File: src/rtl/gpe_pkg.sv
package gpe_pkg;

  typedef enum logic [1:0] {
    PK_MEAN  = 2'd0,
    PK_VAR   = 2'd1,
    PK_WGT   = 2'd2,
    PK_WGT_B = 2'd3
  } param_kind_e;

  typedef struct packed {
    logic flush;
    logic data;
  } beat_tag_t;

  function automatic logic kind_is_weight(input param_kind_e k);
    return (k == PK_WGT) || (k == PK_WGT_B);
  endfunction

  function automatic logic [1:0] kind_slot(input param_kind_e k);
    return kind_is_weight(k) ? 2'd2 : logic'(k == PK_VAR) ? 2'd1 : 2'd0;
  endfunction

endpackage

File: src/rtl/gpe_predictor.sv
module gpe_predictor
  import gpe_pkg::*;
#(
  parameter int NCOMP  = 3,
  parameter int PW     = 24,
  parameter int MEAN_W = 24,
  parameter int VAR_W  = 24,
  parameter int WGT_W  = 16
) (
  input  logic                  clk,
  input  logic                  rst_n,
  input  logic                  in_valid,
  input  logic                  in_line_start,
  input  logic                  in_flush,
  input  logic [1:0]            in_kind,
  input  logic [NCOMP*PW-1:0]   in_values,
  output beat_tag_t             err_tag,
  output logic [NCOMP*(PW+1)-1:0] err_flat
);

  localparam int EW = PW + 1;

  function automatic logic [PW-1:0] kind_mask(input param_kind_e k);
    logic [PW-1:0] m;
    m = '0;
    for (int b = 0; b < PW; b++) begin
      if (kind_is_weight(k))  m[b] = (b < WGT_W);
      else if (k == PK_VAR)   m[b] = (b < VAR_W);
      else                    m[b] = (b < MEAN_W);
    end
    return m;
  endfunction

  function automatic logic [EW-1:0] pred_error(input logic [PW-1:0] value,
                                               input logic [PW-1:0] pred);
    return {1'b0, value} - {1'b0, pred};
  endfunction

  param_kind_e     kind;
  logic            is_wgt;
  logic [1:0]      kidx;
  logic [PW-1:0]   mask;
  logic [PW-1:0]   cur [NCOMP];

  assign kind   = param_kind_e'(in_kind);
  assign is_wgt = kind_is_weight(kind);
  assign kidx   = kind_slot(kind);
  assign mask   = kind_mask(kind);

  always_comb begin
    for (int l = 0; l < NCOMP; l++) cur[l] = in_values[l*PW +: PW] & mask;
  end

  always_ff @(posedge clk) begin
    if (!rst_n) err_tag <= '0;
    else        err_tag <= '{flush: in_flush & ~in_valid, data: in_valid};
  end

  for (genvar l = 0; l < NCOMP; l++) begin : g_lane
    logic [PW-1:0] left_q [3];
    logic [PW-1:0] inter_src;
    logic [PW-1:0] pred;
    logic [EW-1:0] err_q;
    logic          use_intra;

    if (l == 0) begin : g_first
      assign inter_src = '0;
      assign use_intra = 1'b1;
    end else begin : g_rest
      assign inter_src = cur[l-1];
      assign use_intra = is_wgt;
    end

    always_comb begin
      if (in_line_start)  pred = '0;
      else if (use_intra) pred = left_q[kidx];
      else                pred = inter_src;
    end

    always_ff @(posedge clk) begin
      if (!rst_n) begin
        for (int k = 0; k < 3; k++) left_q[k] <= '0;
        err_q <= '0;
      end else begin
        err_q <= pred_error(cur[l], pred);
        if (in_valid) left_q[kidx] <= cur[l];
      end
    end

    assign err_flat[l*EW +: EW] = err_q;

    // a line-start beat leaves the raw value as the error
    assert_line_start_zero_pred_R4: assert property (@(posedge clk) disable iff (!rst_n)
      (in_valid && in_line_start) |=> (err_q == {1'b0, $past(cur[l])}));
  end

endmodule

File: src/rtl/gpe_eg_encoder.sv
module gpe_eg_encoder
  import gpe_pkg::*;
#(
  parameter int PW  = 24,
  parameter int CWW = 2*PW + 1,
  parameter int LW  = $clog2(2*PW + 2)
) (
  input  logic            clk,
  input  logic            rst_n,
  input  beat_tag_t       in_tag,
  input  logic [PW:0]     in_err,
  output beat_tag_t       cw_tag,
  output logic [CWW-1:0]  cw_code,
  output logic [LW-1:0]   cw_len
);

  localparam int EW  = PW + 1;
  localparam int CNW = PW + 2;
  localparam int MW  = $clog2(CNW);

  function automatic logic [CNW-1:0] to_code_number(input logic [EW-1:0] err);
    logic [CNW-1:0] twice;
    twice = {err[EW-1], err} << 1;
    if (!err[EW-1] && (err != '0)) return twice - CNW'(1);
    else                           return CNW'(0) - twice;
  endfunction

  function automatic logic [MW-1:0] msb_index(input logic [CNW-1:0] v);
    logic [MW-1:0] idx;
    idx = '0;
    for (int b = 0; b < CNW; b++) if (v[b]) idx = MW'(b);
    return idx;
  endfunction

  beat_tag_t      tag_a;
  logic [CNW-1:0] cn_q;
  logic [CNW-1:0] cnp1;
  logic [MW-1:0]  lead;

  assign cnp1 = cn_q + CNW'(1);
  assign lead = msb_index(cnp1);

  always_ff @(posedge clk) begin
    if (!rst_n) begin
      tag_a   <= '0;
      cn_q    <= '0;
      cw_tag  <= '0;
      cw_code <= '0;
      cw_len  <= '0;
    end else begin
      tag_a   <= in_tag;
      cn_q    <= to_code_number(in_err);
      cw_tag  <= tag_a;
      cw_code <= CWW'(cnp1);
      cw_len  <= LW'(2 * int'(lead) + 1);
    end
  end

  // codeword length is always odd
  assert_cw_len_odd_R6: assert property (@(posedge clk) disable iff (!rst_n)
    cw_tag.data |-> cw_len[0]);

  // the marker one sits exactly after the leading zeros
  assert_cw_marker_R6: assert property (@(posedge clk) disable iff (!rst_n)
    cw_tag.data |-> ((cw_code >> (cw_len >> 1)) == CWW'(1)));

endmodule

File: src/rtl/gpe_delay.sv
module gpe_delay #(
  parameter int W     = 8,
  parameter int DEPTH = 1
) (
  input  logic         clk,
  input  logic         rst_n,
  input  logic [W-1:0] d,
  output logic [W-1:0] q
);

  if (DEPTH == 0) begin : g_wire
    assign q = d;
  end else begin : g_pipe
    logic [W-1:0] stage_q [DEPTH];
    always_ff @(posedge clk) begin
      if (!rst_n) begin
        for (int i = 0; i < DEPTH; i++) stage_q[i] <= '0;
      end else begin
        stage_q[0] <= d;
        for (int i = 1; i < DEPTH; i++) stage_q[i] <= stage_q[i-1];
      end
    end
    assign q = stage_q[DEPTH-1];
  end

endmodule

File: src/rtl/gpe_packer.sv
module gpe_packer
  import gpe_pkg::*;
#(
  parameter int BUS_W = 32,
  parameter int CWW   = 49,
  parameter int LW    = 6
) (
  input  logic               clk,
  input  logic               rst_n,
  input  beat_tag_t          in_tag,
  input  logic [CWW-1:0]     in_code,
  input  logic [LW-1:0]      in_len,
  output logic [2*BUS_W-1:0] out_words,
  output logic [1:0]         out_count
);

  localparam int WIN = 3 * BUS_W;
  localparam int FW  = $clog2(BUS_W);

  logic [BUS_W-1:0]   acc_q, acc_d;
  logic [FW-1:0]      fill_q, fill_d;
  logic [WIN-1:0]     win;
  logic [2*BUS_W-1:0] words_d;
  logic [1:0]         count_d;
  int                 total;
  int                 sh;

  always_comb begin
    total   = int'(fill_q) + int'(in_len);
    sh      = WIN - total;
    win     = {acc_q, {(2*BUS_W){1'b0}}} | (WIN'(in_code) << sh);
    acc_d   = acc_q;
    fill_d  = fill_q;
    words_d = '0;
    count_d = 2'd0;
    if (in_tag.data) begin
      if (total >= 2*BUS_W) begin
        words_d = win[WIN-1 -: 2*BUS_W];
        count_d = 2'd2;
        acc_d   = win[BUS_W-1:0];
        fill_d  = FW'(total - 2*BUS_W);
      end else if (total >= BUS_W) begin
        words_d = {win[WIN-1 -: BUS_W], {BUS_W{1'b0}}};
        count_d = 2'd1;
        acc_d   = win[2*BUS_W-1 -: BUS_W];
        fill_d  = FW'(total - BUS_W);
      end else begin
        acc_d   = win[WIN-1 -: BUS_W];
        fill_d  = FW'(total);
      end
    end else if (in_tag.flush && (fill_q != '0)) begin
      words_d = {acc_q, {BUS_W{1'b0}}};
      count_d = 2'd1;
      acc_d   = '0;
      fill_d  = '0;
    end
  end

  always_ff @(posedge clk) begin
    if (!rst_n) begin
      acc_q     <= '0;
      fill_q    <= '0;
      out_words <= '0;
      out_count <= '0;
    end else begin
      acc_q     <= acc_d;
      fill_q    <= fill_d;
      out_words <= words_d;
      out_count <= count_d;
    end
  end

  // codeword lengths arriving from the encoder are in range
  assert_code_len_range_R7: assert property (@(posedge clk) disable iff (!rst_n)
    in_tag.data |-> ((in_len != '0) && (int'(in_len) <= CWW)));

  // idle clocks neither emit words nor move the fill
  assert_idle_holds_R7: assert property (@(posedge clk) disable iff (!rst_n)
    (!in_tag.data && !in_tag.flush) |=> ((out_count == 2'd0) && (fill_q == $past(fill_q))));

  // a flush leaves no pending bits
  assert_flush_empties_R9: assert property (@(posedge clk) disable iff (!rst_n)
    (in_tag.flush && !in_tag.data) |=> (fill_q == '0));

  // a flush with pending bits emits exactly one word
  assert_flush_emits_R9: assert property (@(posedge clk) disable iff (!rst_n)
    (in_tag.flush && !in_tag.data && (fill_q != '0)) |=> (out_count == 2'd1));

endmodule

File: src/rtl/gauss_param_encoder.sv
module gauss_param_encoder
  import gpe_pkg::*;
#(
  parameter int NCOMP   = 3,
  parameter int MEAN_W  = 24,
  parameter int VAR_W   = 24,
  parameter int WGT_W   = 16,
  parameter int BUS_W   = 32,
  parameter int LATENCY = 9
) (
  input  logic                       clk,
  input  logic                       rst_n,
  input  logic                       in_valid,
  input  logic                       in_line_start,
  input  logic                       in_flush,
  input  logic [1:0]                 in_kind,
  input  logic [NCOMP*((MEAN_W > VAR_W ? (MEAN_W > WGT_W ? MEAN_W : WGT_W) : (VAR_W > WGT_W ? VAR_W : WGT_W)))-1:0] in_values,
  output logic [NCOMP*2*BUS_W-1:0]   out_words,
  output logic [NCOMP*2-1:0]         out_count
);

  localparam int PW    = (MEAN_W > VAR_W) ? ((MEAN_W > WGT_W) ? MEAN_W : WGT_W)
                                          : ((VAR_W > WGT_W) ? VAR_W : WGT_W);
  localparam int EW    = PW + 1;
  localparam int CWW   = 2*PW + 1;
  localparam int LW    = $clog2(CWW + 1);
  localparam int DLY   = (LATENCY > 3) ? LATENCY - 3 : 0;
  localparam int DW    = 2 + CWW + LW;

  beat_tag_t             err_tag;
  logic [NCOMP*EW-1:0]   err_flat;

  gpe_predictor #(
    .NCOMP(NCOMP), .PW(PW), .MEAN_W(MEAN_W), .VAR_W(VAR_W), .WGT_W(WGT_W)
  ) u_pred (
    .clk(clk), .rst_n(rst_n),
    .in_valid(in_valid), .in_line_start(in_line_start), .in_flush(in_flush),
    .in_kind(in_kind), .in_values(in_values),
    .err_tag(err_tag), .err_flat(err_flat)
  );

  for (genvar l = 0; l < NCOMP; l++) begin : g_lane
    beat_tag_t          cw_tag, pk_tag;
    logic [CWW-1:0]     cw_code, pk_code;
    logic [LW-1:0]      cw_len, pk_len;
    logic [DW-1:0]      dly_q;

    gpe_eg_encoder #(.PW(PW), .CWW(CWW), .LW(LW)) u_enc (
      .clk(clk), .rst_n(rst_n),
      .in_tag(err_tag), .in_err(err_flat[l*EW +: EW]),
      .cw_tag(cw_tag), .cw_code(cw_code), .cw_len(cw_len)
    );

    gpe_delay #(.W(DW), .DEPTH(DLY)) u_dly (
      .clk(clk), .rst_n(rst_n),
      .d({cw_tag, cw_code, cw_len}), .q(dly_q)
    );

    assign {pk_tag, pk_code, pk_len} = dly_q;

    gpe_packer #(.BUS_W(BUS_W), .CWW(CWW), .LW(LW)) u_pack (
      .clk(clk), .rst_n(rst_n),
      .in_tag(pk_tag), .in_code(pk_code), .in_len(pk_len),
      .out_words(out_words[l*2*BUS_W +: 2*BUS_W]),
      .out_count(out_count[l*2 +: 2])
    );
  end

endmodule

File: config.mk
export PLATFORM = sky130hd
export DESIGN_NAME = gauss_param_encoder
export DESIGN_NICKNAME = d
export VERILOG_FILES = /design/src/rtl/gpe_pkg.sv /design/src/rtl/gpe_predictor.sv /design/src/rtl/gpe_eg_encoder.sv /design/src/rtl/gpe_delay.sv /design/src/rtl/gpe_packer.sv /design/src/rtl/gauss_param_encoder.sv
export SDC_FILE = /design/constraint.sdc
export NUM_CORES = 2
export LEC_CHECK = 0
export BUFFER_PORTS_ARGS = -buffer_cell sky130_fd_sc_hd__buf_2
export CAP_MARGIN = 10
export CORE_AREA = 2 2 397 320
export DETAILED_ROUTE_END_ITERATION = 6
export DIE_AREA = 0 0 399 322
export PLACE_DENSITY = 0.8
export SYNTH_ARGS = -nofsm -noshare
export SYNTH_HDL_FRONTEND = slang
export SYNTH_HIERARCHICAL = 1
export SYNTH_SLANG_ARGS = --single-unit
File: constraint.sdc
create_clock -name clk -period 4.8 [get_ports clk]
set_input_delay 0.48 -clock clk [delete_from_list [all_inputs] [get_ports clk]]
set_output_delay 0.48 -clock clk [all_outputs]
set_load 0.02 [all_outputs]
# ---- Word-level counts from Yosys, hierarchy flattened
# Memories as Yosys holds them, arrays and structs flattened.
# Cells that the tools add are included.
dict set report totals {
  ramBits 1242
  in_bits 79
  ff_bits 633
  n_memories 6
}
dict set report op_classes {
  bitwise 26
  n_eq_ne 3
  n_lt_le_gt_ge 6
  shifts 3
  n_addsub 27
  n_reduce_logical 22
  mux 166
}
# name words word_bits read_ports rd_clocked_by_memory_dff wr line
set mem_list {}
lappend mem_list {{g_lane[0].u_dly.g_pipe.stage_q} 6 57 6 0 6 gpe_delay.sv:14} ;# logic [W-1:0] stage_q [DEPTH];
lappend mem_list {{g_lane[1].u_dly.g_pipe.stage_q} 6 57 6 0 6 gpe_delay.sv:14}
lappend mem_list {{g_lane[2].u_dly.g_pipe.stage_q} 6 57 6 0 6 gpe_delay.sv:14}
lappend mem_list {{u_pred.g_lane[0].left_q} 3 24 1 0 3 gpe_predictor.sv:60} ;# logic [PW-1:0] left_q [3];
lappend mem_list {{u_pred.g_lane[1].left_q} 3 24 1 0 3 gpe_predictor.sv:60}
lappend mem_list {{u_pred.g_lane[2].left_q} 3 24 1 0 3 gpe_predictor.sv:60}
# operator count
set ops {}
lappend ops {{57-bit 2-to-1 mux} 18}
lappend ops {{64-bit 2-to-1 mux} 12}
lappend ops {{5-bit 2-to-1 mux} 84}
lappend ops {{32-bit 2-to-1 mux} 12}
lappend ops {{96-bit bitwise OR} 3}
lappend ops {{49-bit by 32-bit << shifter with 96-bit output} 3}
lappend ops {{24-bit 2-to-1 mux} 8}
lappend ops {{26-bit by 1-bit adder with 26-bit output (second input constant)} 3}
lappend ops {{26-bit 2-to-1 mux} 3}
lappend ops {{1-bit by 26-bit subtractor with 26-bit output (first input constant)} 3}
lappend ops {{26-bit by 1-bit subtractor with 26-bit output (second input constant)} 3}
lappend ops {{25-bit nonzero test} 3}
lappend ops {{24-bit by 24-bit subtractor with 25-bit output} 3}
lappend ops {{24-bit bitwise AND} 3}
lappend ops {{24-bit OR reduction} 3}
lappend ops {{5-bit by 1-bit subtractor with 5-bit output (second input constant)} 6}
lappend ops {{7-bit by 7-bit subtractor with 8-bit output (first input constant)} 3}
lappend ops {{5-bit by 6-bit adder with 7-bit output} 3}
lappend ops {{7-bit by 6-bit >= comparator with 1-bit output (second input constant)} 3}
lappend ops {{7-bit >= comparator (second input constant)} 3}
lappend ops {{2-bit 2-to-1 mux} 10}
lappend ops {{1-bit 2-to-1 mux} 19}
lappend ops {{6-bit by 1-bit adder with 6-bit output (second input constant)} 3}
lappend ops {{1-bit bitwise OR} 18}
lappend ops {{other kinds (9)} 21}

# ---- Logic depth before layout (Yosys ltp)
dict set report depth {
  depth_word 27
  ltp_mapped 19
}

# ---- Cells and area by module
# The synthesis kept the hierarchy.
# mod n_inst area_per_inst_um2 cells_per_inst
set modules_own_cells {}
lappend modules_own_cells {gpe_delay 3 9595.5 778}
lappend modules_own_cells {{gpe_packer at g_lane[1].u_pack ...} 2 8680.8 1073}
lappend modules_own_cells {gpe_predictor 1 11284.6 1141}
lappend modules_own_cells {{gpe_packer at g_lane[0].u_pack} 1 8958.6 1097}
lappend modules_own_cells {{gpe_eg_encoder at g_lane[0].u_enc ...} 2 3847.4 457}
lappend modules_own_cells {{gpe_eg_encoder at g_lane[1].u_enc} 1 3788.6 442}

# ---- Least setup slack after synthesis
# Ideal clock, no wire load.
dict set report synth_path {
  kind {reg-to-reg}
  start {memory g_lane[2].u_dly/g_pipe.stage_q[0][285] in the netlist's numbering}
  end {register g_lane[2].u_pack.acc_q[16]}
  arrival_ps 3932
  setup_slack_ps 753
  required_ps 4685
  stages_incl_launch_ff 18
  path_buffers 6
  setup_time_ps 115
  cell_sequence {dfxtp_1 > buf_4 > ha_1 > buf_2 > inv_1 > buf_2 > buf_1 > ha_1 > buf_2 > buf_2 > mux4_2 > mux2i_1 > nor2_1 > a211oi_1 > a21oi_1 > a221oi_1 > o211ai_1 > o21a_1}
}
# element line
set synth_lines {}
lappend synth_lines {{start: declaration} gpe_delay.sv:14}
lappend synth_lines {{end signal: assignment} gpe_packer.sv:61} ;# acc_q <= '0;
lappend synth_lines {{end signal: assignment} gpe_packer.sv:66} ;# acc_q <= acc_d;
lappend synth_lines {{end: declaration} gpe_packer.sv:20} ;# logic [BUS_W-1:0] acc_q, acc_d;

# ---- Worst setup path in the final report
dict set report layout_path {
  start {register g_lane[0].u_pack.fill_q[0]}
  end {register g_lane[0].u_pack.acc_q[23]}
}
dict set report layout_via {
  elab_chain_cells 7
}
# element line
set layout_lines {}
lappend layout_lines {{start: declaration} gpe_packer.sv:21} ;# logic [FW-1:0] fill_q, fill_d;
lappend layout_lines {{start signal: assignment} gpe_packer.sv:67} ;# fill_q <= fill_d;
lappend layout_lines {{5-bit by 6-bit adder with 7-bit output} gpe_packer.sv:29} ;# total = int'(fill_q) + int'(in_len);
lappend layout_lines {{7-bit by 7-bit subtractor with 8-bit output} gpe_packer.sv:30} ;# sh = WIN - total;
lappend layout_lines {{49-bit by 32-bit << shifter with 96-bit output} gpe_packer.sv:31} ;# win = {acc_q, {(2*BUS_W){1'b0}}} | (WIN'(in_code) << sh);
lappend layout_lines {{96-bit bitwise OR} gpe_packer.sv:31}
lappend layout_lines {{32-bit 2-to-1 mux} gpe_packer.sv:42} ;# end else if (total >= BUS_W) begin
lappend layout_lines {{32-bit 2-to-1 mux} gpe_packer.sv:37} ;# if (total >= 2*BUS_W) begin
lappend layout_lines {{32-bit 2-to-1 mux} gpe_packer.sv:36} ;# if (in_tag.data) begin
lappend layout_lines {{end signal: assignment} gpe_packer.sv:61}
lappend layout_lines {{end signal: assignment} gpe_packer.sv:66}
lappend layout_lines {{end: declaration} gpe_packer.sv:20}
# Several ways; a longest one is shown, not always the timed one.
# A chain may end at the register's enable or synchronous reset.

==> results.yml <==
logic_synthesis:
  syn_area_per_cell_um2: 9.65
  synthDistinctLibCells: 132
  yosysWarnings: 6
  synth_edf_count: 120
  syn-cell-area_um2: 77900
  ys_ff_latch: 1718
  async_flop_share: 0
  ys_seq_area_frac: 0.457
  yosys_most_used_dff: "dfxtp_1"
  syn_inst: 8074
setup_path:
  endpoint: "g_lane[0].u_pack/acc_q[23]$_SDFFE_PN0P_"
  reg2reg_slack_ps: 140
  rr_startpoint: "g_lane[0].u_pack/fill_q[0]$_SDFFE_PN0P_"
  crit_path_max_incr_delay_ps: 710
  cp_top_family: "compound AO/OA/AOI/OAI gates"
  critPathSlowestCell: "xor3_2"
  cp_num_buf_inv: 2
  r2r_cells: 14
  end_kind: "flip-flop"
  critical_path_class: "flip-flop to flip-flop"
  worst_ep_arrival_time_ps: 5370
  required_ps: 5510
  cp-startpoint: "g_lane[0].u_pack/fill_q[0]$_SDFFE_PN0P_"
  cp-start-kind: "flip-flop"
  cp.depth: 14
  cp_max_fo: 28
  r2r_end: "g_lane[0].u_pack/acc_q[23]$_SDFFE_PN0P_"
  crit_chain: "ha_2 -> inv_1 -> fa_1 -> ha_1 -> xor3_2 -> buf_4 -> a211oi_1 -> a21oi_1 -> mux2i_1 -> nor3_2 -> nor2_1 -> a31oi_1 -> a221oi_1 -> o211ai_1"
clock_tree:
  clockBufferDepth: 3
  clock_latency_ps: 800
  root_buffer: "clkbuf_16"
  htreeDepth: 4
  numClockSinks: 1718
  numCtsBuffers: 156
  cts_tree: "yes"
  cts_resized: 0
  cts.clk_slew.worst_paths_ps: 80
sta:
  drv_slew: 0
  fmax_ghz: 0.215
  relSlewSlack: 0.0982
  hold_viol_final: 0
  skew_ps: 47.1
  post-route-period-util: 0.971
  setup_tns_ps: 0
  setup_viol: 0
  rsz0062_at_grt: "false"
  worst_pin_slew_ps: 1320
  period_minus_slack_ps: 4660
detailed_routing:
  via_per_inst: 6.15
  vias: 61000
  drcViolationCount: 0
  routed_wl_um: 237000
  ant_nets: 0
  first_pass_iters: 7
  avgRoutedWirePerCell_um: 23.9
  initialDrtViolationCount: 7501
global_route:
  grt_first_pass_wirelength_um: 352000
  grt_use_total: 0.358
  grt_max_degree: 288
  antenna_found_initial: 21
  grt_pass1_vias: 56500
  grt.overflow.total: 0
floorplan:
  start_util: 0.625
  coreArea_um2: 125000
  die_w_um: 399
  fp.dieH_um: 322
  io_pins: 277
  core.rowCount: 116
  die-area_um2: 128000
finish:
  fin_nets: 8318
  layout_common_cells: "dfxtp_1 (1,598), and2_1 (1,283), nor2_1 (507)"
  final_common_cell: "dfxtp_1"
  area_growth_pct: 9.80
  fillers: 9160
  fin_area_um2: 85500
  drive_gt1_frac: 0.140
placed_design:
  gp_congestion: 1.04
  dpl_cell_area_um2: 79600
  port_buffers: 276
  hpwl_um: 171000
power:
  finalPower_mw: 31.8
  irDropWorstVdd_mv: 0.380
  p_per_area_nw_per_um2: 372
  leakage_nw: 33.6
status:
  status: "finished, final reports clean"
hold_path:
  hold_class: "primary input to flip-flop"
flow_run:
  maxCapViolCount: 0
## synthesized netlist by cell type (all sizes together) (48+ instances only)
master / n / area share
nor4: 58 / 0.0062
xnor2: 185 / 0.021
mux2: 49 / 0.0071
nor2b: 84 / 0.0067
clkbuf: 319 / 0.017
nor2: 520 / 0.025
a211oi: 87 / 0.0087
a31oi: 53 / 0.0043
edfxtp: 120 / 0.046
mux2i: 327 / 0.043
xor2: 102 / 0.012
or2: 62 / 0.0051
or3: 49 / 0.0039
nand2: 508 / 0.025
buf: 439 / 0.038
dfxtp: 1598 / 0.41
o21ai: 261 / 0.017
a21oi: 367 / 0.024
and2: 1286 / 0.10
a221oi: 56 / 0.0065
nand2b: 75 / 0.0060
ha: 97 / 0.016
nand3: 151 / 0.0099
inv: 88 / 0.0042
o211ai: 48 / 0.0047
mux4: 101 / 0.029
a22oi: 96 / 0.0093
nor3: 207 / 0.014
## per-stage QoR
step,util,std cells,setup WS [ps],hold WS [ps]
2_1_floorplan,-,8163,753,406
3_3_place_gp,0.639,9595,483,409
3_5_place_dp,0.639,9595,339,414
4_1_cts,0.686,9907,317,0.00328
5_1_grt,0.687,9909,33.8,11.2
6_report,0.687,9914,140,44.7
## cells by family after synthesis
logic type / count (synthesis) / synth area share
XOR/XNOR: 297 / 0.0362
multiplexers: 477 / 0.0789
flip-flops: 1718 / 0.457
buffers and inverters: 850 / 0.0597
AO/OA/AOI/OAI: 1444 / 0.128
other: 4 / 0.000193
AND/OR/NAND/NOR: 3181 / 0.223
adder cells (fa/ha/maj): 103 / 0.0171
## layer usage
metal  GRT usage  vias up  wire length [um]
li1            -    27900                 -
met4       0.101       12              6660
met1       0.530    29000            104000
met5           0        -                73
met3      0.0952      458             28300
met2       0.510     3618             97100
## sequential cells by signal, summed over array words and instances (netlist names)
signal                       flops
g_lane.u_enc/tag_a               6
g_lane.u_enc/cw_tag              6
g_lane.u_enc/cw_len             18
u_pred/g_lane.left_q           120
g_lane.u_pack/out_words        192
u_pred/err_tag                   2
g_lane.u_pack/out_count          6
g_lane.u_pack/fill_q            15
g_lane.u_enc/cw_code            78
g_lane.u_dly/g_pipe.stage_q   1026
g_lane.u_pack/acc_q             96
u_pred/g_lane.err_q             75
g_lane.u_enc/cn_q               78
## worst min path at each step
| stage | cells after the start | startpoint | end |
|---|---|---|---|
| after floorplan | 1 | g_lane[0].u_dly/g_pipe.stage_q[0][283]$_SDFF_PN0_ | g_lane[0].u_dly/g_pipe.stage_q[0][340]$_SDFF_PN0_ |
| after global placement | 1 | g_lane[0].u_dly/g_pipe.stage_q[0][283]$_SDFF_PN0_ | g_lane[0].u_dly/g_pipe.stage_q[0][340]$_SDFF_PN0_ |
| after detailed placement | 1 | g_lane[0].u_dly/g_pipe.stage_q[0][283]$_SDFF_PN0_ | g_lane[0].u_dly/g_pipe.stage_q[0][340]$_SDFF_PN0_ |
| after CTS | 2 | in_values[22] | u_pred/g_lane[0].left_q[0][22]$_SDFFCE_PN0P_ |
| after global routing | 2 | in_values[27] | u_pred/g_lane[1].left_q[2][3]$_SDFFCE_PN0P_ |
| final | 2 | in_values[25] | u_pred/g_lane[1].left_q[2][1]$_SDFFCE_PN0P_ |
## worst register-to-register path, stage by stage (launching register included)
cell	delay [ps]
dfxtp_1	370
ha_2	240
inv_1	70
fa_1	540
ha_1	330
xor3_2	710
buf_4	280
a211oi_1	50
a21oi_1	320
mux2i_1	290
nor3_2	530
nor2_1	80
a31oi_1	370
a221oi_1	180
o211ai_1	220
## cell type report
cell class	count	area (um^2)	share of cell area
Multi-Input combinational cell	5595	38100	0.446
Sequential cell	1718	35600	0.416
Clock buffer	216	4610	0.0540
Timing Repair Buffer	573	3870	0.0453
Tap cell	1652	2070	0.0242
Clock inverter	62	903	0.0106
Inverter	92	345	0.00404
Antenna cell	6	15.0	0.000176
## power breakdown
group | internal [mW] | switching, mW | leakage (nW)
sequential | 15.1 | 0.513 | 14.2
clock | 7.30 | 5.69 | 2.68
combinational | 1.36 | 1.84 | 16.7
total | 23.7 | 8.04 | 33.6
## repair_timing
item,4_1_cts,5_1_grt
endpoints found under the setup margin,0,0
setup buffers,0,0
hold buffers,34,0
endpoints found under the hold margin,50,0
(Power assumes the default switching activity.)
